**config.mk**
```make
export PLATFORM = sky130hd
export DESIGN_NAME = lreg_cal_seq
export DESIGN_NICKNAME = d
export VERILOG_FILES = /design/src/rtl/lreg_pkg.sv /design/src/rtl/lreg_tick_div.sv /design/src/rtl/lreg_sar.sv /design/src/rtl/lreg_seq_fsm.sv /design/src/rtl/lreg_cal_seq.sv
export SDC_FILE = /design/constraint.sdc
export NUM_CORES = 1
export LEC_CHECK = 0
export BUFFER_PORTS_ARGS = -buffer_cell sky130_fd_sc_hd__buf_2
export CAP_MARGIN = 10
export CORE_AREA = 3 3 62 64
export CTS_CLUSTER_SIZE = 40
export DETAILED_ROUTE_END_ITERATION = 10
export DIE_AREA = 0 0 65 67
export HOLD_SLACK_MARGIN = 0.06
export PLACE_DENSITY = 0.8
export SLEW_MARGIN = 20
export SYNTH_ARGS = -nofsm -noshare
export SYNTH_HDL_FRONTEND = slang
export SYNTH_SLANG_ARGS = --single-unit
```
**constraint.sdc**
```tcl
create_clock -name clk_i -period 2.42 [get_ports clk_i]
set_input_delay 0.242 -clock clk_i [delete_from_list [all_inputs] [get_ports clk_i]]
set_output_delay 0.242 -clock clk_i [all_outputs]
set_load 0.01 [all_outputs]
```
**src/rtl/lreg_pkg.sv**
```systemverilog
package lreg_pkg;
  typedef enum logic [2:0] {
    ST_POR   = 3'd0,
    ST_AWAKE = 3'd1,
    ST_CAL   = 3'd2,
    ST_SLEEP = 3'd3,
    ST_WAKE  = 3'd4
  } seq_state_e;
endpackage

```
**src/rtl/lreg_tick_div.sv**
```systemverilog
module lreg_tick_div #(
  parameter int DIV = 2
) (
  input  logic clk_i,
  input  logic rst_ni,
  output logic tick_o
);
  localparam int CW = (DIV > 1) ? $clog2(DIV) : 1;

  logic [CW-1:0] cnt_q;

  always_ff @(posedge clk_i or negedge rst_ni) begin
    if (!rst_ni)                      cnt_q <= '0;
    else if (cnt_q == CW'(DIV - 1))   cnt_q <= '0;
    else                              cnt_q <= cnt_q + 1'b1;
  end

  assign tick_o = (cnt_q == CW'(DIV - 1));

  // decisions spaced by the divided clock
  p_tick_spacing_r3: assert property (@(posedge clk_i) disable iff (!rst_ni)
    tick_o |=> !tick_o);
endmodule

```
**src/rtl/lreg_sar.sv**
```systemverilog
module lreg_sar #(
  parameter int W = 4
) (
  input  logic         clk_i,
  input  logic         rst_ni,
  input  logic         start_i,
  input  logic         step_i,
  input  logic         cmp_i,
  output logic [W-1:0] lo_o,
  output logic [W-1:0] hi_o,
  output logic         done_o
);
  localparam int KW = $clog2(2 * W);
  localparam logic [W-1:0] MSB = W'(1) << (W - 1);

  logic [KW-1:0] k_q, idx, pos;
  logic [W-1:0]  lo_q, hi_q, m, half, half_n;
  logic          run_q, done_q, hi_ph;

  always_comb begin
    hi_ph  = (k_q >= KW'(W));
    idx    = hi_ph ? (k_q - KW'(W)) : k_q;
    pos    = KW'(W - 1) - idx;
    m      = W'(1) << pos;
    half   = hi_ph ? hi_q : lo_q;
    half_n = cmp_i ? half : (half & ~m);
    if (pos != '0) half_n = half_n | (m >> 1);
  end

  always_ff @(posedge clk_i or negedge rst_ni) begin
    if (!rst_ni) begin
      k_q    <= '0;
      lo_q   <= '0;
      hi_q   <= '0;
      run_q  <= 1'b0;
      done_q <= 1'b0;
    end else if (start_i) begin
      k_q    <= '0;
      lo_q   <= MSB;
      hi_q   <= '0;
      run_q  <= 1'b1;
      done_q <= 1'b0;
    end else begin
      done_q <= 1'b0;
      if (step_i && run_q) begin
        if (hi_ph) hi_q <= half_n;
        else begin
          lo_q <= half_n;
          if (pos == '0) hi_q <= MSB;
        end
        if (k_q == KW'(2 * W - 1)) begin
          run_q  <= 1'b0;
          done_q <= 1'b1;
        end else begin
          k_q <= k_q + 1'b1;
        end
      end
    end
  end

  assign lo_o   = lo_q;
  assign hi_o   = hi_q;
  assign done_o = done_q;

  p_done_single_r3: assert property (@(posedge clk_i) disable iff (!rst_ni)
    done_o |=> !done_o);
  // high trial stays zero during the low search
  p_hi_zero_lo_phase_r3: assert property (@(posedge clk_i) disable iff (!rst_ni)
    (run_q && !hi_ph) |-> (hi_q == '0));
endmodule

```
**src/rtl/lreg_seq_fsm.sv**
```systemverilog
module lreg_seq_fsm
  import lreg_pkg::*;
#(
  parameter int WAKE_DLY = 4
) (
  input  logic       clk_i,
  input  logic       rst_ni,
  input  logic       por_done_i,
  input  logic       wake_i,
  input  logic       sleep_req_i,
  input  logic       en_i,
  input  logic       done_once_i,
  input  logic       sar_done_i,
  output seq_state_e state_o,
  output logic       start_o,
  output logic       commit_o
);
  localparam int DW = (WAKE_DLY > 1) ? $clog2(WAKE_DLY) : 1;

  seq_state_e    st_q, st_d;
  logic [DW-1:0] cnt_q;
  logic          dly_end;

  assign dly_end = (cnt_q == DW'(WAKE_DLY - 1));

  always_comb begin
    st_d = st_q;
    unique case (st_q)
      ST_POR:   if (por_done_i) st_d = en_i ? ST_CAL : ST_AWAKE;
      ST_AWAKE: if (sleep_req_i && done_once_i) st_d = ST_SLEEP;
      ST_CAL:   if (!en_i || sar_done_i) st_d = ST_AWAKE;
      ST_SLEEP: if (wake_i) st_d = ST_WAKE;
      ST_WAKE: begin
        if (sleep_req_i)  st_d = ST_SLEEP;
        else if (dly_end) st_d = en_i ? ST_CAL : ST_AWAKE;
      end
      default:  st_d = ST_POR;
    endcase
  end

  always_ff @(posedge clk_i or negedge rst_ni) begin
    if (!rst_ni) begin
      st_q  <= ST_POR;
      cnt_q <= '0;
    end else begin
      st_q  <= st_d;
      cnt_q <= (st_q == ST_WAKE && !dly_end) ? cnt_q + 1'b1 : '0;
    end
  end

  assign state_o  = st_q;
  assign start_o  = (st_q != ST_CAL) && (st_d == ST_CAL);
  assign commit_o = (st_q == ST_CAL) && en_i && sar_done_i;

  p_abort_r8: assert property (@(posedge clk_i) disable iff (!rst_ni)
    (st_q == ST_CAL && !en_i) |=> (st_q != ST_CAL));
  p_wake_wait_r5: assert property (@(posedge clk_i) disable iff (!rst_ni)
    (st_q == ST_WAKE && !dly_end && !sleep_req_i) |=> (st_q == ST_WAKE));
  p_sleep_gate_r4: assert property (@(posedge clk_i) disable iff (!rst_ni)
    (st_q == ST_AWAKE && !done_once_i) |=> (st_q != ST_SLEEP));
endmodule

```
**src/rtl/lreg_cal_seq.sv**
```systemverilog
module lreg_cal_seq
  import lreg_pkg::*;
#(
  parameter int TRIM_W   = 4,
  parameter int DIV      = 2,
  parameter int WAKE_DLY = 4
) (
  input  logic              clk_i,
  input  logic              rst_ni,
  input  logic              por_done_i,
  input  logic              wake_i,
  input  logic              sleep_req_i,
  input  logic              cal_en_wr_i,
  input  logic              cal_en_i,
  input  logic              cmp_i,
  input  logic              trim_wr_lo_i,
  input  logic              trim_wr_hi_i,
  input  logic [TRIM_W-1:0] trim_wdata_i,
  output logic [TRIM_W-1:0] trim_lo_o,
  output logic [TRIM_W-1:0] trim_hi_o,
  output logic [TRIM_W-1:0] reg_lo_o,
  output logic [TRIM_W-1:0] reg_hi_o,
  output logic [2:0]        stat_o,
  output logic              pwr_grant_o
);
  localparam logic [TRIM_W-1:0] MID = TRIM_W'(1) << (TRIM_W - 1);

  seq_state_e        state;
  logic              tick, start, commit, sar_done, busy;
  logic              en_q, done_q;
  logic [TRIM_W-1:0] trim_lo_q, trim_hi_q, work_lo, work_hi;

  lreg_tick_div #(.DIV(DIV)) u_div (
    .clk_i (clk_i),
    .rst_ni(rst_ni),
    .tick_o(tick)
  );

  lreg_seq_fsm #(.WAKE_DLY(WAKE_DLY)) u_fsm (
    .clk_i      (clk_i),
    .rst_ni     (rst_ni),
    .por_done_i (por_done_i),
    .wake_i     (wake_i),
    .sleep_req_i(sleep_req_i),
    .en_i       (en_q),
    .done_once_i(done_q),
    .sar_done_i (sar_done),
    .state_o    (state),
    .start_o    (start),
    .commit_o   (commit)
  );

  assign busy = (state == ST_CAL);

  lreg_sar #(.W(TRIM_W)) u_sar (
    .clk_i  (clk_i),
    .rst_ni (rst_ni),
    .start_i(start),
    .step_i (busy && tick),
    .cmp_i  (cmp_i),
    .lo_o   (work_lo),
    .hi_o   (work_hi),
    .done_o (sar_done)
  );

  always_ff @(posedge clk_i or negedge rst_ni) begin
    if (!rst_ni) begin
      en_q      <= 1'b1;
      done_q    <= 1'b0;
      trim_lo_q <= MID;
      trim_hi_q <= MID;
    end else begin
      if (cal_en_wr_i) en_q <= cal_en_i;
      if (commit) begin
        done_q    <= 1'b1;
        trim_lo_q <= work_lo;
        trim_hi_q <= work_hi;
      end else if (!busy) begin
        if (trim_wr_lo_i) trim_lo_q <= trim_wdata_i;
        if (trim_wr_hi_i) trim_hi_q <= trim_wdata_i;
      end
    end
  end

  assign trim_lo_o   = trim_lo_q;
  assign trim_hi_o   = trim_hi_q;
  assign reg_lo_o    = busy ? work_lo : trim_lo_q;
  assign reg_hi_o    = busy ? work_hi : trim_hi_q;
  assign stat_o      = {en_q, done_q, busy};
  assign pwr_grant_o = (state == ST_SLEEP);

  p_grant_needs_cal_r4: assert property (@(posedge clk_i) disable iff (!rst_ni)
    pwr_grant_o |-> done_q);
  p_busy_blocks_wr_r9: assert property (@(posedge clk_i) disable iff (!rst_ni)
    (busy && !sar_done) |=> ($stable(trim_lo_q) && $stable(trim_hi_q)));
  p_sleep_hold_r7: assert property (@(posedge clk_i) disable iff (!rst_ni)
    (pwr_grant_o && !trim_wr_lo_i && !trim_wr_hi_i) |=>
      ($stable(reg_lo_o) && $stable(reg_hi_o)));
endmodule

```
==> impl_metrics.ini <==
[floorplan]
coreArea_um2 = 3337
fp.dieH_um = 67
die_area_um2 = 4355
rows = 21
ios = 34
fp.dieW_um = 65
initial_core_util_pct = 49.08

[synthesis]
synth-compound-area-share_pct = 15.74
yosys.cell_count.top_type = dfrtp_1
syn_inst = 169
synthDominantCellAreaShare_pct = 39.72
synthAdderAreaFrac_pct = 4.584
synth_edf_count = 0
synth_simple_gate_area_share_pct = 21.47
async_reset_ff_share_pct = 100.0
synthMuxAreaShare_pct = 6.723
syn-cell-area_um2 = 1638
synth_top_family_by_area = simple AND/OR/NAND/NOR gates
syn_nets = 189
yosys-top-cells-count = dfrtp_1 (26), nand2_1 (17), nand3_1 (12)
yosysSeqAreaShare_pct = 44.54
synth.area.top_cells = dfrtp_1 (40%), mux2_2 (5.5%), dfstp_2 (4.8%)
syn_area_per_cell_um2 = 9.691
synth.distinct_cells = 40
synth_ff_type = dfrtp_1
ys_ff_latch = 29
synth_top_area_cell = dfrtp_1
synth-xor-area-share_pct = 0.5348
yosysWarnings = 0

[clock_network]
cts_tree = yes
clkSlewWorstSetupHoldPaths_ps = 90
numCtsBuffers = 5
cts.path.max_buffers = 2
insertion_delay_ps = 330
cts_root_buf = clkbuf_4
clock_sinks = 29
postCtsSetupRepairBufs = 0
htreeDepth = 2
cts_resized = 0

[pwr]
leakagePower_nw = 0.9266
seqPwrFrac_pct = 40.9
p_clk_share_pct = 17.5
p_total_mw = 1.945
power_density_nw_per_um2 = 1031
pwr-share-comb_pct = 41.6
p_int_mw = 1.166
switching_share_pct = 40.06
peakVddDrop_mv = 0.3149
p_sw_mw = 0.7791

[global_routing]
grt_max_degree = 30
grt_pass1_wl_um = 6051
groute.usage.overall_pct = 18.40
antenna_found_initial = 0
grt_pass1_vias = 1314
gr-total-overflow = 0

[critical_path]
startpoint = u_fsm.state_o[0]$_DFF_PN0_
required_ps = 2180
r2r_start = u_fsm.cnt_q[0]$_DFF_PN0_
cp.arrival_ps = 1960
cp-start-kind = flop
crit_path_max_incr_delay_ps = 510
cp_slowest_cell = dfrtp_1
path_cells = nor3b_2, buf_4, mux2_2, buf_2
path_max_fanout = 15
crit_type = flop to output pin
cp-end-kind = output pin

[hold_path]
min_from = cal_en_i
min_path_type = primary input to flop

[sta]
hold_viol_final = 0
worst_pin_slew_ps = 614.2
slew_headroom_pct = 59.05
setup_tns_ps = 0
finClkSkew_ps = 5.411
setup_viol = 0
finalMaxSlewViolations = 0
fin_crit_sh_pct = 91.05
fin_crit_ps = 2203
fmax_mhz = 453.9
rsz0062_at_grt = no

[drt]
drc = 0
finalWirelength_um = 3532
via_count = 1369
vias_per_cell = 5.520
ant_nets = 0
drt_iter0_markers = 117
wl_per_cell_um = 14.24
first_pass_iters = 4

[cells_and_area]
syn2layout_area_growth_pct = 15.20
n_antenna_cell = 0
drive_gt1_share_pct = 30.20
layout.nets = 221

[outcome]
status = finished, final reports clean

[job]
drv_cap = 0

[place]
hpwl_um = 2561
portBuffers = 33
gp_congestion = 0.8685
## final cells by class
class / instances / area [um2]
clock inverter: 1 / 5.005
clock buffer: 7 / 65.06
sequential: 29 / 729.5
fill: 283 / 1450
timing repair buffer: 36 / 192.7
multi-input combinational: 120 / 803.3
tap: 46 / 57.56
inverter: 9 / 33.78
## state kept, by name, indices dropped and copies added (netlist names)
signal         cells
u_sar.done_o       1
trim_hi_o          4
u_sar.run_q        1
u_sar.k_q          3
done_q             1
u_sar.hi_o         4
u_sar.lo_o         4
trim_lo_o          4
u_fsm.state_o      3
u_div.tick_o       1
u_fsm.cnt_q        2
en_q               1
## placed cells by master (no fill, tap or decap), types with 2 or more instances in the layout
master / instances
nand2_1: 17
nand3_1: 12
nor3_1: 3
inv_1: 9
buf_2: 33
dlygate4sd3_1: 2
a21oi_1: 5
a21o_1: 3
a22oi_1: 8
mux2_2: 8
dfrtp_1: 26
ha_1: 6
o21ai_0: 8
mux2i_1: 2
clkbuf_8: 2
o22ai_1: 3
o41ai_1: 2
nor2b_1: 5
nor2_1: 11
and3_1: 2
nor3_2: 2
dfstp_2: 3
clkbuf_4: 5
nand2b_1: 7
## critical path, delay by kind of cell (launching register included)
| family | cells | cell delay [ps] |
|---|---|---|
| buf+inv | 2 | 410 |
| flops | 1 | 510 |
| simple gates | 1 | 360 |
| mux | 1 | 350 |
## power by group through the flow
| stage | clock network, mW | logic, mW | registers, mW |
|---|---|---|---|
| 6_report | 0.340 | 0.808 | 0.796 |
| 3_5_place_dp | 0 | 0.803 | 0.801 |
| 3_3_place_gp | 0 | 0.782 | 0.792 |
| 4_1_cts | 0.346 | 0.811 | 0.793 |
| 2_1_floorplan | 0 | 0.650 | 0.740 |
| 5_1_grt | 0.374 | 0.907 | 0.820 |
## final timing paths
check	to	slack, ps	depth (start not counted)
setup / recovery	reg_hi_o[0]	220	4
hold / removal	en_q$_DFFE_PN1P_	120	3
setup reg to reg	u_sar.lo_o[3]$_DFFE_PN0P_	540	6
hold reg to reg	u_fsm.cnt_q[0]$_DFF_PN0_	450	1
max in group asynchronous	u_sar.k_q[2]$_DFFE_PN0P_	1580	2
min in group asynchronous	u_fsm.state_o[1]$_DFF_PN0_	430	2
## logic make-up (layout without fill, tap and decap cells)
| kind of cell | count (synthesis) | in the layout |
|---|---|---|
| xor gates and xnor gates | 1 | 1 |
| muxes | 10 | 10 |
| DFF | 29 | 29 |
| AOI/OAI and AO/OA | 38 | 38 |
| adders and majority gates | 6 | 6 |
| and+or+nand+nor | 65 | 65 |
| buffers and inverters | 20 | 53 |
## per-stage QoR
step / instances / instance area, um2 / setup WS (ps) / utilization [%] / hold WS (ps)
2_1_floorplan: 169 / 1638 / 579.2 / - / -53.59
3_3_place_gp: 238 / 1797 / 621.1 / 53.84 / 291.1
3_5_place_dp: 238 / 1797 / 550.6 / 53.84 / 288.6
4_1_cts: 248 / 1887 / 219.2 / 56.54 / 107.5
5_1_grt: 248 / 1887 / 98.34 / 56.54 / 115.4
6_report: 248 / 1887 / 216.7 / 56.54 / 120.6
## what timing repair did
item                                    in CTS  in global routing
endpoints found under the hold margin       27                  0
hold buffers                                 2                  0
endpoints found under the setup margin       0                  0
## layer usage
layer | global-route usage (%) | wire length [um]
met1 | 22.42 | 1499
met2 | 29.12 | 1642
met3 | 5.734 | 323
met4 | 9.499 | 67
met5 | 0 | 0
Power figures use the tool's default switching activity.
